`config.mk`:
```
export PLATFORM = sky130hd
export DESIGN_NAME = bus_burst_seq
export DESIGN_NICKNAME = d
export VERILOG_FILES = /design/src/rtl/bseq_pkg.sv /design/src/rtl/bseq_rst_sync.sv /design/src/rtl/bseq_req.sv /design/src/rtl/bseq_wrap.sv /design/src/rtl/bseq_ctrl.sv /design/src/rtl/bus_burst_seq.sv
export SDC_FILE = /design/constraint.sdc
export NUM_CORES = 1
export LEC_CHECK = 0
export ABC_AREA = 1
export ABC_CLOCK_PERIOD_IN_PS = 5340
export BUFFER_PORTS_ARGS = -buffer_cell sky130_fd_sc_hd__buf_2
export CORE_MARGIN = 2
export CORE_UTILIZATION = 47
export DETAILED_ROUTE_END_ITERATION = 8
export PLACE_DENSITY = 0.87
export SETUP_SLACK_MARGIN = 0.3
export SYNTH_ARGS = -nofsm -noshare
export SYNTH_HDL_FRONTEND = slang
export SYNTH_SLANG_ARGS = --single-unit
```
`constraint.sdc`:
```
create_clock -name clk -period 5.34 [get_ports clk]
set_input_delay 1.602 -clock clk [delete_from_list [all_inputs] [get_ports clk]]
set_output_delay 1.602 -clock clk [all_outputs]
set_load 0.02 [all_outputs]
```
`src/rtl/bseq_pkg.sv`:
```
package bseq_pkg;

  typedef enum logic [1:0] {
    KIND_OPER  = 2'b00,
    KIND_MISAL = 2'b01,
    KIND_FETCH = 2'b10,
    KIND_RSVD  = 2'b11
  } req_kind_e;

  typedef enum logic [2:0] {
    ST_IDLE = 3'd0,
    ST_XLAT = 3'd1,
    ST_ADDR = 3'd2,
    ST_STRB = 3'd3,
    ST_DATA = 3'd4,
    ST_GAP  = 3'd5
  } seq_state_e;

  // Reads of the instruction stream or of misaligned operands go out as bursts
  function automatic logic wants_burst(input req_kind_e kind, input logic wr);
    return !wr && ((kind == KIND_MISAL) || (kind == KIND_FETCH));
  endfunction

endpackage

```
`src/rtl/bseq_rst_sync.sv`:
```
module bseq_rst_sync (
  input  logic clk,
  input  logic rst_n,
  output logic rst_sync_n
);

  logic [1:0] sync_q;

  always_ff @(posedge clk or negedge rst_n) begin
    if (!rst_n) sync_q <= 2'b00;
    else        sync_q <= {sync_q[0], 1'b1};
  end

  assign rst_sync_n = sync_q[1];

endmodule

```
`src/rtl/bseq_req.sv`:
```
module bseq_req #(
  parameter int ADDR_W = 32,
  parameter int DATA_W = 32
) (
  input  logic              clk,
  input  logic              rst_n,
  input  logic              load,
  input  logic [ADDR_W-1:0] addr_in,
  input  logic [DATA_W-1:0] wdata_in,
  input  logic              wr_in,
  input  logic              burst_in,
  output logic [ADDR_W-1:0] addr_q,
  output logic [DATA_W-1:0] wdata_q,
  output logic              wr_q,
  output logic              burst_q
);

  always_ff @(posedge clk or negedge rst_n) begin
    if (!rst_n) begin
      addr_q  <= '0;
      wdata_q <= '0;
      wr_q    <= 1'b0;
      burst_q <= 1'b0;
    end else if (load) begin
      addr_q  <= addr_in;
      wdata_q <= wdata_in;
      wr_q    <= wr_in;
      burst_q <= burst_in;
    end
  end

endmodule

```
`src/rtl/bseq_wrap.sv`:
```
module bseq_wrap #(
  parameter int ADDR_W = 32,
  parameter int BEATS  = 4,
  parameter int BYTES  = 4,
  parameter int BEAT_W = 2
) (
  input  logic [ADDR_W-1:0] base,
  input  logic [BEAT_W-1:0] beat,
  output logic [ADDR_W-1:0] word_addr
);

  localparam int OFF_W   = $clog2(BEATS * BYTES);
  localparam int STEP_SH = $clog2(BYTES);

  generate
    if (OFF_W == 0) begin : g_flat
      assign word_addr = base;
    end else begin : g_wrap
      logic [OFF_W-1:0] step;
      logic [OFF_W-1:0] off;
      assign step = OFF_W'(beat) << STEP_SH;
      assign off  = base[OFF_W-1:0] + step;
      if (OFF_W == ADDR_W) begin : g_all
        assign word_addr = off;
      end else begin : g_hi
        assign word_addr = {base[ADDR_W-1:OFF_W], off};
      end
    end
  endgenerate

endmodule

```
`src/rtl/bseq_ctrl.sv`:
```
module bseq_ctrl
  import bseq_pkg::*;
#(
  parameter int BEATS  = 4,
  parameter int BEAT_W = 2
) (
  input  logic              clk,
  input  logic              rst_n,
  input  logic              req_valid,
  input  logic              xlat_en,
  input  logic              burst_q,
  output seq_state_e        state,
  output logic [BEAT_W-1:0] beat,
  output logic              load,
  output logic              done
);

  localparam logic [BEAT_W-1:0] LAST_BEAT = BEAT_W'(BEATS - 1);

  seq_state_e        state_q, state_d;
  logic [BEAT_W-1:0] beat_q, beat_d;
  logic              beat_en;
  logic              done_q, done_d;
  logic              last_word;

  assign last_word = !burst_q || (beat_q == LAST_BEAT);
  assign load      = (state_q == ST_IDLE) && req_valid;

  always_comb begin
    state_d = state_q;
    unique case (state_q)
      ST_IDLE: if (req_valid) state_d = xlat_en ? ST_XLAT : ST_ADDR;
      ST_XLAT: state_d = ST_ADDR;
      ST_ADDR: state_d = ST_STRB;
      ST_STRB: state_d = ST_DATA;
      ST_DATA: state_d = last_word ? ST_IDLE : ST_GAP;
      ST_GAP:  state_d = ST_DATA;
      default: state_d = ST_IDLE;
    endcase
  end

  always_comb begin
    beat_en = 1'b0;
    beat_d  = beat_q;
    if (load) begin
      beat_en = 1'b1;
      beat_d  = '0;
    end else if ((state_q == ST_DATA) && !last_word) begin
      beat_en = 1'b1;
      beat_d  = beat_q + 1'b1;
    end
  end

  assign done_d = (state_q == ST_DATA) && last_word;

  always_ff @(posedge clk or negedge rst_n) begin
    if (!rst_n) begin
      state_q <= ST_IDLE;
      done_q  <= 1'b0;
    end else begin
      state_q <= state_d;
      done_q  <= done_d;
    end
  end

  always_ff @(posedge clk or negedge rst_n) begin
    if (!rst_n)       beat_q <= '0;
    else if (beat_en) beat_q <= beat_d;
  end

  assign state = state_q;
  assign beat  = beat_q;
  assign done  = done_q;

endmodule

```
`src/rtl/bus_burst_seq.sv`:
```
module bus_burst_seq
  import bseq_pkg::*;
#(
  parameter int ADDR_W = 32,
  parameter int DATA_W = 32,
  parameter int BEATS  = 4
) (
  input  logic              clk,
  input  logic              rst_n,
  input  logic              xlat_en,
  input  logic              req_valid,
  output logic              req_ready,
  input  logic [1:0]        req_kind,
  input  logic              req_write,
  input  logic [ADDR_W-1:0] req_addr,
  input  logic [DATA_W-1:0] req_wdata,
  output logic              rd_valid,
  output logic [DATA_W-1:0] rd_data,
  output logic [ADDR_W-1:0] rd_addr,
  output logic              done,
  output logic              bus_as,
  output logic              bus_ds,
  output logic              bus_burst,
  output logic              bus_write,
  output logic [ADDR_W-1:0] bus_addr,
  output logic [DATA_W-1:0] bus_wdata,
  input  logic [DATA_W-1:0] bus_rdata
);

  localparam int BYTES  = DATA_W / 8;
  localparam int BEAT_W = (BEATS > 1) ? $clog2(BEATS) : 1;

  logic              rst_int_n;
  seq_state_e        state;
  logic [BEAT_W-1:0] beat;
  logic              load;
  logic              burst_req;
  logic [ADDR_W-1:0] addr_q;
  logic [DATA_W-1:0] wdata_q;
  logic              wr_q;
  logic              burst_q;
  logic              bus_phase;

  bseq_rst_sync u_rst (
    .clk        (clk),
    .rst_n      (rst_n),
    .rst_sync_n (rst_int_n)
  );

  assign burst_req = wants_burst(req_kind_e'(req_kind), req_write);

  bseq_req #(.ADDR_W(ADDR_W), .DATA_W(DATA_W)) u_req (
    .clk      (clk),
    .rst_n    (rst_int_n),
    .load     (load),
    .addr_in  (req_addr),
    .wdata_in (req_wdata),
    .wr_in    (req_write),
    .burst_in (burst_req),
    .addr_q   (addr_q),
    .wdata_q  (wdata_q),
    .wr_q     (wr_q),
    .burst_q  (burst_q)
  );

  bseq_ctrl #(.BEATS(BEATS), .BEAT_W(BEAT_W)) u_ctrl (
    .clk       (clk),
    .rst_n     (rst_int_n),
    .req_valid (req_valid),
    .xlat_en   (xlat_en),
    .burst_q   (burst_q),
    .state     (state),
    .beat      (beat),
    .load      (load),
    .done      (done)
  );

  bseq_wrap #(.ADDR_W(ADDR_W), .BEATS(BEATS), .BYTES(BYTES), .BEAT_W(BEAT_W)) u_wrap (
    .base      (addr_q),
    .beat      (beat),
    .word_addr (rd_addr)
  );

  assign bus_phase = (state == ST_ADDR) || (state == ST_STRB) ||
                     (state == ST_DATA) || (state == ST_GAP);

  assign req_ready = (state == ST_IDLE);
  assign bus_as    = (state == ST_ADDR);
  assign bus_ds    = (state == ST_STRB) || (state == ST_DATA) || (state == ST_GAP);
  assign bus_burst = bus_phase && burst_q;
  assign bus_write = bus_phase && wr_q;
  assign bus_addr  = bus_phase ? addr_q : '0;
  assign bus_wdata = (bus_phase && wr_q) ? wdata_q : '0;
  assign rd_valid  = (state == ST_DATA) && !wr_q;
  assign rd_data   = bus_rdata;

endmodule

```
==> summary.md <==
| Metric | Value |
|---|---|
| EDFF count, synth | `0` |
| Vias in the first global route | `2852` |
| CP max stage cell | `nand2_1` |
| Static leakage | `0.00288 uW` |
| Placed wire-length estimate | `5920 um` |
| Diode count | `0` |
| First-pass GRT wire length | `12600 um` |
| WL/cell | `11.2 um` |
| Root Buffer Master | `clkbuf_8` |
| R2R setup slack | `2920 ps` |
| Crit path from | `u_ctrl.state[1]` |
| Fin Clk Skew | `12.6 ps` |
| Synth Register Bits | `74` |
| PwrDens | `623 nW/um^2` |
| Share of the synthesized area in the top cell type | `0.480` |
| Drt initial violations | `112` |
| Post-cts sizing count | `0` |
| Crit path depth | `5` |
| Vias | `3263` |
| CP Capture Type | `output pin` |
| Critical path class | `reg -> out` |
| CP Buf/Inv Count | `2` |
| Fmax | `0.236 GHz` |
| RSZ-0062 raised after global routing | `no` |
| Number of nets in the layout | `718` |
| GPL Wtd Cong | `0.759` |
| Worst hold-check path type | `reg -> async` |
| Hold Violations, Final | `0` |
| CTS Buf Count | `9` |
| Mapped cell area | `3860 um^2` |
| Share of cells above drive strength 1 | `0.315` |
| Post-CTS setup buffers | `0` |
| Clock sinks | `74` |
| CTS Hold Bufs | `0` |
| ANT nets after route | `0` |
| Asr flop ratio synth | `1.00` |
| Setup Viol. Count Final | `0` |
| GRT Util Overall | `0.177` |
| TritonCTS clock tree | `yes` |
| Worst r2r src | `u_ctrl.state[0]` |
| Total Die Area | `8950 um^2` |
| Power, Total | `2780 uW` |
| Part of the cycle the worst path needs | `0.793` |
| Port bufs | `173` |
| Starting Density | `0.477` |
| Outcome | `complete, no violations` |
| CP Data Arrival Time | `2630 ps` |
| Sequential share of the synthesized area | `0.480` |
| Die width | `94.6 um` |
| Ranking of synthesized cells by area | `dfrtp_1, nand2_1, buf_4, inv_1, o21ai_0` |
| Crit Path Max Fanout | `34` |
| Max stage delay on crit path | `690 ps` |
| Synth cell count leaders | `nand2_1, inv_1, dfrtp_1` |
| Slew Limit Fails | `0` |
| Mean Syn Cell Area | `7.61 um^2` |
| Crit path cell chain | `ha_1 -> buf_4 -> nand2_1 -> nor2_1 -> buf_2` |
| YS warnings | `0` |
| CP top delay family | `simple AND/OR/NAND/NOR gates` |
| Ys flop type | `dfrtp_1` |
| Worst slew pin tran | `1070 ps` |
| Max rail drop VDD | `245 uV` |
| Slew HR | `0.282` |
| Setup tns final | `0 ps` |
| Crit path capture | `bus_wdata[25]` |
| Via-per-instance ratio | `4.53` |
| Most frequent cell after synthesis | `nand2_1` |
| # Max-Cap Violations | `0` |
| Remaining global-route overflow | `0` |
| CP Data Required Time | `3740 ps` |
| Clock tree buffer depth | `2` |
| Drt total wl | `8040 um` |
| Worst Reg2Reg Path Length in Cells | `7` |
| Core ar. | `8090 um^2` |
| Area leader, netlist | `dfrtp_1` |
| Synth Instances | `507` |
| Num ports | `238` |
| Min Clock Period, post-route | `4230 ps` |
| Startpoint types | `flip-flop` |
| Post-synth net total | `613` |
| Fillers | `759` |
| Capturing point of the worst reg2reg path | `u_req.wdata_q[31]` |
| Yosys cell types | `18` |
| First drt pass iteration count | `4` |
| Clock latency on the worst-skew pair | `330 ps` |
| H-tree depth | `3` |
| P&R area growth vs syn | `15.5%` |
| Initial antenna violation count | `0` |
| Clock Pin Slew Worst Setup and Hold Paths | `80 ps` |
| Rows | `33` |
| Die Y | `94.6 um` |
| Pin count of the biggest net entering global routing | `53` |
| Hold WS | `345 ps` |
| Remaining DRCs | `0` |
==> kinds of logic (layout without fill, tap and decap cells) <==
kind of cell	after synthesis	after routing	share of synthesized area
flops	74	74	0.480
simple gates	232	232	0.234
other cells	1	1	0.000972
fa+ha+maj	3	3	0.00973
compound gates	35	35	0.0454
buf+inv	160	269	0.226
xor+xnor	2	2	0.00454
==> worst min-delay path by stage <==
stage / start / endpoint / slack [ps]
after floorplan: u_rst.sync_q[0] / u_rst.sync_q[1] / 330
after global placement: u_rst.sync_q[0] / u_rst.sync_q[1] / 330
after detailed placement: u_rst.sync_q[0] / u_rst.sync_q[1] / 350
after CTS: u_rst.sync_q[0] / u_rst.sync_q[1] / 370
after global routing: u_rst.sync_q[0] / u_rst.sync_q[1] / 380
final: u_rst.sync_q[1] / u_ctrl.beat[1] / 350
==> per-layer routing <==
layer	track usage	vias to the layer above	wire, um
met5	0	-	0
met4	0.0894	0	222
met3	0.0399	18	659
met2	0.303	146	3700
met1	0.208	1476	3460
li1	-	1623	-
==> final cells by class <==
class | instances | area (um^2) | area share
well taps | 105 | 131 | 0.0295
multi-input cells | 273 | 1140 | 0.255
inverters | 77 | 289 | 0.0649
repair buffers | 177 | 896 | 0.201
clock buffers | 11 | 131 | 0.0295
clock inverters | 4 | 20.0 | 0.00449
flip-flops and latches | 74 | 1850 | 0.416
==> cells in the final DEF, fill, tap and decap left out, drive strengths merged <==
master	instances
dfrtp	74
inv	77
ha	3
nor2	43
o21ai	34
clkbuf	11
conb	1
a21oi	1
buf	177
nand3b	2
xnor2	2
nand2	178
nand3	9
clkinv	4
==> worst register-to-register path: stages (launching register included) <==
cell and delay (ps):
dfrtp_1 450, nor2_4 210, nand3_2 80, buf_4 250
inv_2 620, buf_4 510, nand2_1 130, o21ai_0 100
==> metrics by stage <==
stage | util | setup WS (ps) | instances | instance area (um^2)
3_5_place_dp | 0.532 | 1510 | 706 | 4310
4_1_cts | 0.551 | 1130 | 721 | 4460
3_3_place_gp | 0.532 | 1640 | 706 | 4310
6_report | 0.551 | 1110 | 721 | 4460
2_1_floorplan | - | 2000 | 507 | 3860
5_1_grt | 0.551 | 880 | 721 | 4460
==> power breakdown <==
group / internal, uW / switching (uW)
clock: 163 / 187
combinational: 458 / 1010
sequential: 816 / 148
==> sequential cells by signal, summed over array words and instances (netlist names) <==
register / cells
u_ctrl.done: 1
u_req.burst_q: 1
u_ctrl.beat: 2
u_rst.sync_q: 2
u_req.wdata_q: 32
u_req.addr_q: 32
u_ctrl.state: 3
u_req.wr_q: 1
Power figures use the tool's default switching activity.
